--- src/rtl/sdc_pkg.sv ---
package sdc_pkg;
  localparam int unsigned VEC_W = 5;
  typedef enum logic [VEC_W-1:0] {
    VEC_NONE = 5'h00,
    VEC_OVF  = 5'h02,
    VEC_RDY  = 5'h04
  } vec_e;
endpackage

--- src/rtl/sdc_seq.sv ---
module sdc_seq #(
  parameter int unsigned LOG_MIN = 5,
  parameter int unsigned N_OSR   = 6,
  parameter int unsigned PRE_W   = 8,
  parameter int unsigned DLY_W   = 2,
  parameter int unsigned SEL_W   = 3,
  parameter int unsigned CNT_W   = 11
) (
  input  logic             clk_i,
  input  logic             rst_ni,
  input  logic             start_set_i,
  input  logic             start_clr_i,
  input  logic             mod_en_i,
  input  logic [SEL_W-1:0] osr_sel_i,
  input  logic [PRE_W-1:0] preload_i,
  input  logic             single_i,
  input  logic             twos_i,
  input  logic [DLY_W-1:0] dly_i,
  output logic             run_o,
  output logic             clr_o,
  output logic             samp_o,
  output logic             dump_o,
  output logic             flag_o,
  output logic [SEL_W-1:0] sel_o,
  output logic             twos_o
);
  localparam logic [SEL_W-1:0] SEL_TOP = SEL_W'(N_OSR - 1);

  logic             run_q, first_q, single_q, twos_q;
  logic [CNT_W-1:0] cnt_q, ratio, limit;
  logic [SEL_W-1:0] sel_q, sel_clamp;
  logic [PRE_W-1:0] pre_q;
  logic [DLY_W-1:0] skip_q;
  logic             accept, last;

  assign sel_clamp = (osr_sel_i > SEL_TOP) ? SEL_TOP : osr_sel_i;
  assign ratio     = CNT_W'(1) << (LOG_MIN + 32'(sel_q));
  assign limit     = first_q ? (ratio + CNT_W'(pre_q)) : ratio;
  assign last      = (cnt_q == limit - CNT_W'(1));
  assign accept    = start_set_i & ~run_q & ~start_clr_i;
  assign dump_o    = run_q & mod_en_i & ~start_clr_i & last;
  assign flag_o    = dump_o & (skip_q == '0);
  assign samp_o    = run_q & mod_en_i;
  assign clr_o     = accept;
  assign run_o     = run_q;
  assign sel_o     = sel_q;
  assign twos_o    = twos_q;

  always_ff @(posedge clk_i or negedge rst_ni) begin
    if (!rst_ni) begin
      run_q    <= 1'b0;
      first_q  <= 1'b0;
      single_q <= 1'b0;
      twos_q   <= 1'b0;
      cnt_q    <= '0;
      sel_q    <= '0;
      pre_q    <= '0;
      skip_q   <= '0;
    end else if (accept) begin
      run_q    <= 1'b1;
      first_q  <= 1'b1;
      cnt_q    <= '0;
      skip_q   <= dly_i;
      sel_q    <= sel_clamp;
      pre_q    <= preload_i;
      single_q <= single_i;
      twos_q   <= twos_i;
    end else if (start_clr_i) begin
      run_q <= 1'b0;
    end else if (run_q && mod_en_i) begin
      if (last) begin
        cnt_q   <= '0;
        first_q <= 1'b0;
        if (skip_q != '0) skip_q <= skip_q - DLY_W'(1);
        else if (single_q) run_q <= 1'b0;
      end else begin
        cnt_q <= cnt_q + CNT_W'(1);
      end
    end
  end

  AST_STOP_NOW: assert property (@(posedge clk_i) disable iff (!rst_ni)
    start_clr_i |=> !run_q);
  AST_SINGLE_DONE: assert property (@(posedge clk_i) disable iff (!rst_ni)
    (flag_o && single_q) |=> !run_q);
  AST_CNT_IN_PERIOD: assert property (@(posedge clk_i) disable iff (!rst_ni)
    run_q |-> (cnt_q < limit));
  AST_START_RUNS: assert property (@(posedge clk_i) disable iff (!rst_ni)
    accept |=> (run_q && cnt_q == '0));
endmodule

--- src/rtl/sdc_cic.sv ---
module sdc_cic #(
  parameter int unsigned LOG_MIN = 5,
  parameter int unsigned N_OSR   = 6,
  parameter int unsigned ORDER   = 3,
  parameter int unsigned SEL_W   = 3,
  parameter int unsigned OUT_W   = 16,
  parameter int unsigned ACC_W   = 31
) (
  input  logic             clk_i,
  input  logic             rst_ni,
  input  logic             clr_i,
  input  logic             samp_i,
  input  logic             bit_i,
  input  logic             dump_i,
  input  logic [SEL_W-1:0] sel_i,
  output logic [OUT_W-1:0] raw_o
);
  logic [ACC_W-1:0] comb_out;
  logic [OUT_W-1:0] cand [N_OSR];
  logic [OUT_W-1:0] raw_q;

  // pipelined integrators: each stage adds the previous stage's register
  for (genvar k = 0; k < ORDER; k++) begin : gen_int
    logic [ACC_W-1:0] acc_q, acc_in;
    if (k == 0) begin : g_src
      assign acc_in = ACC_W'(bit_i);
    end else begin : g_src
      assign acc_in = gen_int[k-1].acc_q;
    end
    always_ff @(posedge clk_i or negedge rst_ni) begin
      if (!rst_ni)     acc_q <= '0;
      else if (clr_i)  acc_q <= '0;
      else if (samp_i) acc_q <= acc_q + acc_in;
    end
  end

  for (genvar k = 0; k < ORDER; k++) begin : gen_comb
    logic [ACC_W-1:0] hist_q, diff, c_in;
    if (k == 0) begin : g_src
      assign c_in = gen_int[ORDER-1].acc_q;
    end else begin : g_src
      assign c_in = gen_comb[k-1].diff;
    end
    assign diff = c_in - hist_q;
    always_ff @(posedge clk_i or negedge rst_ni) begin
      if (!rst_ni)     hist_q <= '0;
      else if (clr_i)  hist_q <= '0;
      else if (dump_i) hist_q <= c_in;
    end
  end

  assign comb_out = gen_comb[ORDER-1].diff;

  // per-ratio scaling to full scale 2^OUT_W, saturated
  for (genvar s = 0; s < N_OSR; s++) begin : gen_scale
    localparam int unsigned SH = ORDER * (LOG_MIN + s);
    logic [ACC_W-1:0] sh;
    if (SH >= OUT_W) begin : g_r
      assign sh = comb_out >> (SH - OUT_W);
    end else begin : g_l
      assign sh = comb_out << (OUT_W - SH);
    end
    assign cand[s] = (|sh[ACC_W-1:OUT_W]) ? {OUT_W{1'b1}} : sh[OUT_W-1:0];
  end

  always_ff @(posedge clk_i or negedge rst_ni) begin
    if (!rst_ni)     raw_q <= '0;
    else if (dump_i) raw_q <= cand[sel_i];
  end

  assign raw_o = raw_q;
endmodule

--- src/rtl/sdc_flags.sv ---
module sdc_flags
  import sdc_pkg::*;
(
  input  logic             clk_i,
  input  logic             rst_ni,
  input  logic             flag_i,
  input  logic             res_rd_i,
  input  logic             vec_rd_i,
  output logic             ifg_o,
  output logic             ovf_o,
  output logic [VEC_W-1:0] vec_o,
  output logic             irq_o
);
  logic ifg_q, ovf_q;
  vec_e vec;

  always_comb begin
    if (ovf_q)      vec = VEC_OVF;
    else if (ifg_q) vec = VEC_RDY;
    else            vec = VEC_NONE;
  end

  always_ff @(posedge clk_i or negedge rst_ni) begin
    if (!rst_ni) begin
      ifg_q <= 1'b0;
      ovf_q <= 1'b0;
    end else begin
      if (flag_i) ifg_q <= 1'b1;
      else if (res_rd_i || (vec_rd_i && !ovf_q)) ifg_q <= 1'b0;
      if (flag_i && ifg_q && !res_rd_i) ovf_q <= 1'b1;
      else if (vec_rd_i && ovf_q) ovf_q <= 1'b0;
    end
  end

  assign ifg_o = ifg_q;
  assign ovf_o = ovf_q;
  assign vec_o = vec;
  assign irq_o = ifg_q | ovf_q;

  AST_OVF_NEEDS_IFG: assert property (@(posedge clk_i) disable iff (!rst_ni)
    $rose(ovf_q) |-> ifg_q);
  AST_RD_CLEARS_IFG: assert property (@(posedge clk_i) disable iff (!rst_ni)
    (res_rd_i && !flag_i) |=> !ifg_q);
  AST_VEC_KEEPS_IFG: assert property (@(posedge clk_i) disable iff (!rst_ni)
    (vec_rd_i && ovf_q && !res_rd_i && !flag_i) |=> (ifg_q == $past(ifg_q)));
  AST_VEC_CLR_OVF: assert property (@(posedge clk_i) disable iff (!rst_ni)
    (vec_rd_i && ovf_q && !flag_i) |=> !ovf_q);
endmodule

--- src/rtl/sdc_decim_ctrl.sv ---
module sdc_decim_ctrl #(
  parameter int unsigned LOG_MIN = 5,
  parameter int unsigned N_OSR   = 6,
  parameter int unsigned ORDER   = 3,
  parameter int unsigned PRE_W   = 8,
  parameter int unsigned DLY_W   = 2,
  parameter int unsigned OUT_W   = 16
) (
  input  logic                      clk_i,
  input  logic                      rst_ni,
  input  logic                      mod_en_i,
  input  logic                      bit_i,
  input  logic [$clog2(N_OSR)-1:0]  osr_sel_i,
  input  logic [PRE_W-1:0]          preload_i,
  input  logic                      single_i,
  input  logic                      twos_i,
  input  logic [DLY_W-1:0]          settle_i,
  input  logic                      start_set_i,
  input  logic                      start_clr_i,
  input  logic                      res_rd_i,
  input  logic                      vec_rd_i,
  output logic [OUT_W-1:0]          result_o,
  output logic                      busy_o,
  output logic                      ifg_o,
  output logic                      ovf_o,
  output logic [sdc_pkg::VEC_W-1:0] vec_o,
  output logic                      irq_o
);
  localparam int unsigned LOG_MAX = LOG_MIN + N_OSR - 1;
  localparam int unsigned SEL_W   = $clog2(N_OSR);
  localparam int unsigned ACC_W   = ORDER * LOG_MAX + 1;
  localparam int unsigned CNT_W   = $clog2((1 << LOG_MAX) + (1 << PRE_W));

  logic             clr, samp, dump, flag, twos;
  logic [SEL_W-1:0] sel;
  logic [OUT_W-1:0] raw;

  sdc_seq #(
    .LOG_MIN(LOG_MIN), .N_OSR(N_OSR), .PRE_W(PRE_W),
    .DLY_W(DLY_W), .SEL_W(SEL_W), .CNT_W(CNT_W)
  ) u_seq (
    .clk_i, .rst_ni, .start_set_i, .start_clr_i, .mod_en_i,
    .osr_sel_i, .preload_i, .single_i, .twos_i,
    .dly_i  (settle_i),
    .run_o  (busy_o),
    .clr_o  (clr),
    .samp_o (samp),
    .dump_o (dump),
    .flag_o (flag),
    .sel_o  (sel),
    .twos_o (twos)
  );

  sdc_cic #(
    .LOG_MIN(LOG_MIN), .N_OSR(N_OSR), .ORDER(ORDER),
    .SEL_W(SEL_W), .OUT_W(OUT_W), .ACC_W(ACC_W)
  ) u_cic (
    .clk_i, .rst_ni,
    .clr_i  (clr),
    .samp_i (samp),
    .bit_i,
    .dump_i (dump),
    .sel_i  (sel),
    .raw_o  (raw)
  );

  sdc_flags u_flags (
    .clk_i, .rst_ni,
    .flag_i (flag),
    .res_rd_i, .vec_rd_i,
    .ifg_o, .ovf_o, .vec_o, .irq_o
  );

  assign result_o = raw ^ {twos, {(OUT_W-1){1'b0}}};

  AST_IDLE_HOLDS: assert property (@(posedge clk_i) disable iff (!rst_ni)
    (!busy_o && !start_set_i) |=> $stable(result_o));
  AST_IDLE_NO_FLAG: assert property (@(posedge clk_i) disable iff (!rst_ni)
    (!busy_o && !start_set_i && !ifg_o) |=> !ifg_o);
endmodule

--- config.mk ---
export PLATFORM = sky130hd
export DESIGN_NAME = sdc_decim_ctrl
export DESIGN_NICKNAME = d
export VERILOG_FILES = /design/src/rtl/sdc_pkg.sv /design/src/rtl/sdc_seq.sv /design/src/rtl/sdc_cic.sv /design/src/rtl/sdc_flags.sv /design/src/rtl/sdc_decim_ctrl.sv
export SDC_FILE = /design/constraint.sdc
export NUM_CORES = 1
export LEC_CHECK = 0
export ABC_AREA = 1
export BUFFER_PORTS_ARGS = -buffer_cell sky130_fd_sc_hd__buf_2
export CAP_MARGIN = 20
export CORE_UTILIZATION = 58
export DETAILED_ROUTE_END_ITERATION = 6
export HOLD_SLACK_MARGIN = 0.15
export PLACE_DENSITY = 0.76
export REMOVE_ABC_BUFFERS = 1
export SLEW_MARGIN = 20
export SYNTH_ARGS = -nofsm -noshare
export SYNTH_HDL_FRONTEND = slang
export SYNTH_SLANG_ARGS = --single-unit
--- constraint.sdc ---
create_clock -name clk_i -period 5.8 [get_ports clk_i]
set_input_delay 0.29 -clock clk_i [delete_from_list [all_inputs] [get_ports clk_i]]
set_output_delay 0.29 -clock clk_i [all_outputs]
set_load 0.05 [all_outputs]
# --- Word level (Yosys, flattened, before mapping) ---
# Cells that the tools add are included.
totals:
  n_memories: 0
  mem_bits_rw: 0
  latchBits: 0
  elab_cells: 122
  rom_bits: 0
  reg_bits: 232
  in_bits: 23
classes:
  bitwise_logic: 11
  addsub: 11
  n_mux: 48
  n_eq_ne: 3
  n_div: 0
  n_mul: 0
  shift: 1
  magnitude_cmp: 2
  n_reduce_logical: 29
ops:
  columns: ["cell", "count"]
  rows:
  - ["$mux W31", 12]
  - ["$mux W16", 8]
  - ["$sub A31 B31 Y31", 3]
  - ["$add A31 B31 Y31", 2]
  - ["$mux W11", 5]
  - ["$bmux W16 S3", 1]
  - ["$shl A1 B32 Y11 const A", 1]
  - ["$add A31 B1 Y31", 1]
  - ["$reduce_bool A2 Y1", 8]
  - ["$xor A16 B16 Y16", 1]
  - ["$reduce_or A15 Y1", 1]
  - ["$mux W1", 14]
  - ["$reduce_or A13 Y1", 1]
  - ["$add A11 B1 Y11 const B", 1]
  - ["$add A11 B8 Y11", 1]
  - ["$eq A11 B11 Y1", 1]
  - ["$sub A11 B1 Y11 const B", 1]
  - ["$mux W2", 5]
  - ["$reduce_or A10 Y1", 1]
  - ["$mux W3", 3]
  - ["$reduce_bool A3 Y1", 3]
  - ["$reduce_and A4 Y1", 2]
  - ["$reduce_or A7 Y1", 1]
  - ["$and A1 B1 Y1", 6]
  - ["other kinds (16)", 22]

# --- Depth between registers and ports, before layout ---
# Gate-level depths: netlist (run 1).
depth:
  ltp_word: 11
  ltp_mapped: 43

# --- Modules after synthesis ---
# Synthesis (run 1) repeated with hierarchy kept, for this count alone.
hier_totals:
  cells_unflattened: 2830
  area_unflattened_um2: 19550.0
modules_own_cells:
  columns: ["mod", "n_inst", "cells_per_inst", "area_per_inst_um2", "seq_area_each_um2"]
  rows:
  - ["sdc_cic", 1, 2417, 16897.5, 5054.8]
  - ["sdc_seq", 1, 389, 2499.9, 700.7]
  - ["sdc_flags", 1, 19, 133.9, 50.0]
  - ["sdc_decim_ctrl", 1, 5, 18.8, 0.0]

# --- Worst setup path before layout (run 1) ---
# Ideal clock, no wire load.
synth_timing:
  path_type: "register to register"
  startpoint: "reg u_cic.gen_int[2].acc_q[2], in the netlist u_cic.gen_comb[0].c_in[2]"
  endpoint: "reg u_cic.raw_q[6], in the netlist u_cic.raw_o[6]"
  path_stages_with_launch: 38
  setup_time_ns: 0.120
  path_slack_ns: -0.018
  t_arrival_ns: 5.697
  n_path_buf: 3
  path_cell_list: "dfrtp_1 > ha_1 > nand2_1 > o21ai_0 > a31oi_1 > o21ai_0 > a31oi_1 > xnor2_1 > ha_1 > a21oi_1 > o21ai_0 > a21oi_1 > nand2_1 > a21oi_1 > o21a_1 > o21ai_0 > a21oi_1 > xor2_1 > (+2 left out) > clkbuf_1 > nand2_1 > nor2_1 > inv_1 > nor2_1 > inv_1 > nor2_1 > nor2_1 > nand3_1 > nand2_1 > a21oi_1 > clkbuf_1 > buf_2 > nand4_1 > nand2_1 > nand2_1 > o21ai_1 > nand2_1"
synth_between:
  elab_chain_len: 8
synth_lines:
  columns: ["item", "line_no", "source"]
  rows:
  - ["from (decl)", "sdc_cic.sv:24", "logic [ACC_W-1:0] acc_q, acc_in;"]
  - ["from (signal assigned)", "sdc_cic.sv:33", "else if (samp_i) acc_q <= acc_q + acc_in;"]
  - ["$sub A31 B31 Y31 * (3 in a row)", "sdc_cic.sv:44", "assign diff = c_in - hist_q;"]
  - ["$reduce_or A15 Y1 (tied with other cells)", "sdc_cic.sv:63", "assign cand[s] = (|sh[ACC_W-1:OUT_W]) ? {OUT_W{1'b1}} : sh[OUT_W-1:0];"]
  - ["$mux W16", "sdc_cic.sv:63", null]
  - ["$bmux W16 S3 *", "sdc_cic.sv:68", "else if (dump_i) raw_q <= cand[sel_i];"]
  - ["$mux W16 (not written as such) * (2 in a row)", "sdc_cic.sv:68", null]
  - ["to (signal assigned)", "sdc_cic.sv:68", null]
  - ["to (decl)", "sdc_cic.sv:20", "logic [OUT_W-1:0] raw_q;"]
# Every way passes the cells marked *; elsewhere a longest branch is shown, timed or not. The select of a mux whose other input is x is not followed.
# A chain may end at the register's enable or synchronous reset.

# --- Worst setup path after layout (run 1) ---
layout_timing:
  startpoint: "reg u_cic.gen_comb[0].hist_q[5]"
  endpoint: "reg u_cic.raw_q[3], in the netlist u_cic.raw_o[3]"
layout_between:
  elab_chain_len: 8
layout_lines:
  columns: ["item", "line_no", "source"]
  rows:
  - ["from (decl)", "sdc_cic.sv:38", "logic [ACC_W-1:0] hist_q, diff, c_in;"]
  - ["from (signal assigned)", "sdc_cic.sv:48", "else if (dump_i) hist_q <= c_in;"]
  - ["$sub A31 B31 Y31 * (3 in a row)", "sdc_cic.sv:44", null]
  - ["$reduce_or A15 Y1 (tied with other cells)", "sdc_cic.sv:63", null]
  - ["$mux W16", "sdc_cic.sv:63", null]
  - ["$bmux W16 S3 *", "sdc_cic.sv:68", null]
  - ["$mux W16 (not written as such) * (2 in a row)", "sdc_cic.sv:68", null]
# Marks and branches as above.

==> results.toml, run 1 <==
[synth]
syn_area_um2 = 19700
ys_types = 55
syn-instance-count = 2858
synth_seq_area_share = 0.295
syn_area_per_cell_um2 = 6.89
synthArstFlopShare = 1.00
synth_common_cells = "nand2_1, inv_1, a21oi_1"
yosys_warnings = 0
synth_top_area_frac = 0.295
yosys.cell_count.top_type = "nand2_1"
synth_top_area_cell = "dfrtp_1"
synth.area.top_cells = "dfrtp_1, nand2_1, ha_1"
synth-seq-cells = 232
synth_ff_type = "dfrtp_1"
synth_edf_count = 0

[setup_path]
crit_start = "u_cic.gen_comb[0].hist_q[5]"
end_kind = "register"
cp.required_ps = 6270
crit_path_end = "u_cic.raw_o[3]"
rrSetupSlack_ps = -110
crit_type = "register to register"
reg2reg_depth = 37
max_stage_delay_ps = 370
timing.rr.start = "u_cic.gen_comb[0].hist_q[5]"
startpoint_type = "register"
crit_arrival_ps = 6380
cpMaxStageDelayCell = "dfrtp_1"
rr_endpoint = "u_cic.raw_o[3]"
crit_fanout = 8

[die]
dieArea_um2 = 34700
core_um2 = 33400
start_util = 0.589
die_w_um = 186
std_cell_rows = 67
chipHeight_um = 186
ios = 48

[clock_network]
clkLatencyLatePin_ps = 580
ctsHtreeMaxLevel = 1
cts_tree = "yes"
cts.reportedPaths.clkPinSlew_ps = 60
cts_buffers = 29
cts_buffer_depth = 3
clockRootBuffer = "clkbuf_16"
cts.sinks = 232

[timing]
rsz0062_at_grt = "true"
layout_setup_ws_ps = -108
fin_skew_ps = 17.8
fin_crit_sh = 1.02
drv_slew = 0
hold_ws_ps = 214
timing.fmax_ghz = 0.169
hold_viol = 0
tightest_slew_ps = 1120
maxSlewHeadroom = 0.250
finalSetupViolCount = 16
period_minus_slack_ps = 5910

[global_route]
grtUsageTotal = 0.326
grt-ovfl-total = 0
grt_antenna_before_repair = 0
grt_pass1_wl_mm = 92.0
grt_max_degree = 160
grt_pass1_vias = 19668

[place]
place.gp.congestion = 0.946
port_buffers = 44
dpl.hpwl_mm = 40.4

[drt]
drtPass1Iterations = 7
vias = 20912
ant_nets = 0
finalWirelength_mm = 61.5
drc = 2
wl_per_cell_um = 17.1
via_per_inst = 5.83
initialDrtViolationCount = 1381

[finish]
nets = 3309
drive_gt1_frac = 0.201
area_growth_pct = 26.0
diodes = 0

[run_status]
violations = "DRC, setup timing"
status = "complete, but fails checks"

[hold_path]
hold_path.class = "primary input to asynchronous set/reset pin"

[run]
drv_cap = 0
==> per-layer routing <==
layer  wire (um)  part of all wire  GRT usage
met2       31500              0.51      0.601
met3        2930             0.048     0.0347
met1       24100              0.39      0.378
met4        2980             0.048      0.145
met5           0                 0          0
==> per-stage QoR <==
step	cell area [um2]	setup slack [ps]	TNS (ps)	std cells	util
floorplan	19200	-1120	-17480	2760	-
global placement	21600	-285	-3630	3454	0.646
detailed placement	21600	-374	-5060	3454	0.646
CTS	23400	0.276	0	3553	0.699
global route	24800	-464	-6930	3585	0.742
finish	24800	-108	-1170	3585	0.742
==> worst max-delay path, delay by kind of cell, from the launching register on <==
kind,cells,cell delay [ps]
and+or+nand+nor,15,1580
AOI/OAI and AO/OA,10,1620
DFF,1,370
buffers and inverters,6,780
adders and majority gates,3,860
xor gates and xnor gates,3,590
==> cell usage in the layout, fill, tap and decap left out, types with 13 or more instances in the layout <==
cell             n
nand2_1        674
inv_1          356
dfrtp_1        232
buf_4          223
a21oi_1        207
o21ai_0        175
nand3_1        150
nor2_1         143
ha_1           139
nand4_1         94
xor2_1          61
o22ai_1         56
a21oi_2         44
nand2_2         44
buf_2           43
o21ai_1         41
clkbuf_16       34
xnor2_1         25
inv_2           24
dlygate4sd3_1   24
ha_4            23
nor2_4          20
nor2_2          19
nand3_2         18
nor3_1          18
buf_6           17
xor2_2          15
a31oi_1         13
o21ai_2         13
a21o_1          13
o31ai_1         13
==> registers in the layout, summed over array words and instances, names as in the netlist, 2 cells and up <==
signal and cells:
u_seq.cnt_q 11, u_seq.pre_q 8, u_cic.gen_int.acc_q 62, u_seq.skip_q 2, u_cic.gen_comb.c_in 31, u_cic.raw_o 16
u_cic.gen_comb.hist_q 93, u_seq.sel_o 3
==> cell families after synthesis <==
kind of cell               Yosys count  share of synthesized area
and+or+nand+nor                   1215                      0.264
AOI/OAI and AO/OA                  650                      0.182
buffers and inverters              482                      0.100
DFF                                232                      0.295
adders and majority gates          171                      0.111
xor gates and xnor gates           107                     0.0480
other                                1                   0.000190
==> cell type report <==
class                      instances  area (um2)
fill                            2454        8630
clock buffer                      33         761
clock inverter                    20         250
tap                              448         561
timing repair buffer             324        2680
sequential                       232        5810
inverter                         382        1440
multi-input combinational       2146       13300
==> what timing repair did <==
action / 4_1_cts / 5_1_grt
cloned: 2 / 7
endpoints found under the setup margin: 16 / 16
gates resized for setup: 77 / 258
hold buffers: 24 / 0
endpoints found under the hold margin: 94 / 0
setup buffers: 20 / 27
pin swaps: 40 / 133
==> how the worst min path moves through the flow <==
stage	start	endpoint	slack, ps	depth (start not counted)
2_1_floorplan	rst_ni	u_cic.gen_comb[0].c_in[0]	-6	0
3_3_place_gp	rst_ni	u_cic.raw_o[3]	280	1
3_5_place_dp	rst_ni	u_cic.raw_o[8]	290	1
4_1_cts	rst_ni	u_cic.raw_o[11]	290	2
5_1_grt	rst_ni	u_cic.raw_o[11]	310	2
6_report	rst_ni	u_cic.raw_o[8]	210	2
Power of run 1 is not shown: default switching activity piles up to over one toggle a cycle in this logic, so the estimate is an artifact.
==> inputs of run 2 (changes only) <==
--- a/config.mk
+++ b/config.mk
@@ -13,7 +13,9 @@
 export HOLD_SLACK_MARGIN = 0.15
 export PLACE_DENSITY = 0.76
 export REMOVE_ABC_BUFFERS = 1
+export SETUP_SLACK_MARGIN = 0.1
 export SLEW_MARGIN = 20
 export SYNTH_ARGS = -nofsm -noshare
 export SYNTH_HDL_FRONTEND = slang
 export SYNTH_SLANG_ARGS = --single-unit
+export TNS_END_PERCENT = 10
==> results.toml, run 2 (same netlist as run 1, synthesis figures left out) <==
[drt]
via_per_inst = 5.74
initialDrtViolationCount = 1256
finalWirelength_mm = 60.5
drtPass1Iterations = 5
wl_per_cell_um = 16.9
ant_nets = 0
vias = 20577
drc = 0

[timing]
tns_ps = -2740
fin_crit_sh = 1.04
rsz0062_at_grt = "true"
maxSlewHeadroom = 0.272
tightest_slew_ps = 1090
finalSetupViolCount = 16
fin_skew_ps = 12.7
hold_ws_ps = 251
period_minus_slack_ps = 6020
drv_slew = 0
timing.fmax_ghz = 0.166
layout_setup_ws_ps = -225
hold_viol = 0

[clock_network]
clkLatencyLatePin_ps = 580
cts_buffer_depth = 3
cts.sinks = 232
cts_buffers = 29
cts_tree = "yes"
ctsHtreeMaxLevel = 1
clockRootBuffer = "clkbuf_16"
cts.reportedPaths.clkPinSlew_ps = 60

[finish]
final_cell_mix = "nand2_1, inv_1, dfrtp_1, buf_4, a21oi_1"
area_growth_pct = 24.9
drive_gt1_frac = 0.192
mostFrequentLayoutCell = "nand2_1"
fin_cells = 3582
diodes = 0
top_register = "u_cic.gen_comb.hist_q"
nets = 3306
fillCellCount = 2515
largest_reg_flops = 93

[die]
start_util = 0.589
die_w_um = 186
std_cell_rows = 67
ios = 48
dieArea_um2 = 34700
core_um2 = 33400
chipHeight_um = 186

[setup_path]
reg2reg_depth = 37
timing.rr.start = "u_cic.gen_comb[0].c_in[6]"
crit_type = "register to register"
cp_common_cell = "nand2_1"
end_kind = "register"
rrSetupSlack_ps = -220
crit_start = "u_cic.gen_comb[0].c_in[6]"
crit_fanout = 8
startpoint_type = "register"
max_stage_delay_ps = 430
cpMaxStageDelayCell = "dfrtp_1"
cp.required_ps = 6260
rr_endpoint = "u_cic.raw_o[1]"
crit_arrival_ps = 6490

[run_status]
violations = "setup timing"
status = "complete, but fails checks"

[global_route]
grt-ovfl-total = 0
grt_max_degree = 160
grt_pass1_vias = 19933
grt_antenna_before_repair = 0
grtUsageTotal = 0.333
grt_pass1_wl_mm = 93.8

[place]
port_buffers = 44
dpl.hpwl_mm = 40.4
dp.cells = 3454
place.gp.congestion = 0.946

[run]
drv_cap = 0

[hold_path]
hold_path.class = "primary input to asynchronous set/reset pin"
## run 2: cell count changes in the layout (fill, tap and decap cells not counted), sizes merged
| cell | before | now |
|---|---|---|
| clkbuf | 38 | 36 |
| buf | 295 | 294 |
## run 2: how the worst max path moves through the flow
stage	end	slack (ps)	cells after the start
4_1_cts	u_cic.raw_o[7]	80	39
6_report	u_cic.raw_o[1]	-220	37
2_1_floorplan	u_cic.raw_o[15]	-1120	34
5_1_grt	u_cic.raw_o[6]	-500	38
3_3_place_gp	u_cic.raw_o[0]	-280	35
3_5_place_dp	u_cic.raw_o[0]	-370	37
## run 2: per-stage QoR
stage,util,area [um2],setup slack [ps]
5_1_grt,0.736,24600,-504
3_5_place_dp,0.646,21600,-374
4_1_cts,0.709,23700,84.8
3_3_place_gp,0.646,21600,-285
6_report,0.736,24600,-225
2_1_floorplan,-,19200,-1120
## run 2: area by class of cell
type / instances / area, um2 / share of cell area
Clock inverter: 20 / 250 / 0.0102
Inverter: 382 / 1430 / 0.0583
Multi-Input combinational cell: 2146 / 13100 / 0.534
Clock buffer: 33 / 761 / 0.0309
Tap cell: 448 / 561 / 0.0228
Timing Repair Buffer: 321 / 2660 / 0.108
Sequential cell: 232 / 5810 / 0.236
## run 2: metal layers
layer | wire length, um | GRT usage | vias to the layer above
li1 | - | - | 10068
met1 | 24100 | 0.382 | 9700
met2 | 31200 | 0.619 | 613
met3 | 2690 | 0.0350 | 196
met4 | 2520 | 0.154 | 0
met5 | 0 | 0 | -
## run 2: worst max-delay path, delay by kind of cell, from the launching register on
family                   cells  cell delay [ps]
AO/OA/AOI/OAI                9             1370
XOR/XNOR                     2              370
adder cells (fa/ha/maj)      3              990
buffers and inverters        8             1110
flip-flops                   1              430
AND/OR/NAND/NOR             15             1630
## run 2: repair_timing
action / 4_1_cts / 5_1_grt
hold endpoints to repair: 94 / 0
endpoints found under the setup margin: 16 / 16
resized for setup: 135 / 162
pin swaps: 68 / 110
setup buffers: 28 / 17
gates cloned: 4 / 3
hold buffers: 24 / 0
Power of run 2 is left out for the same reason.
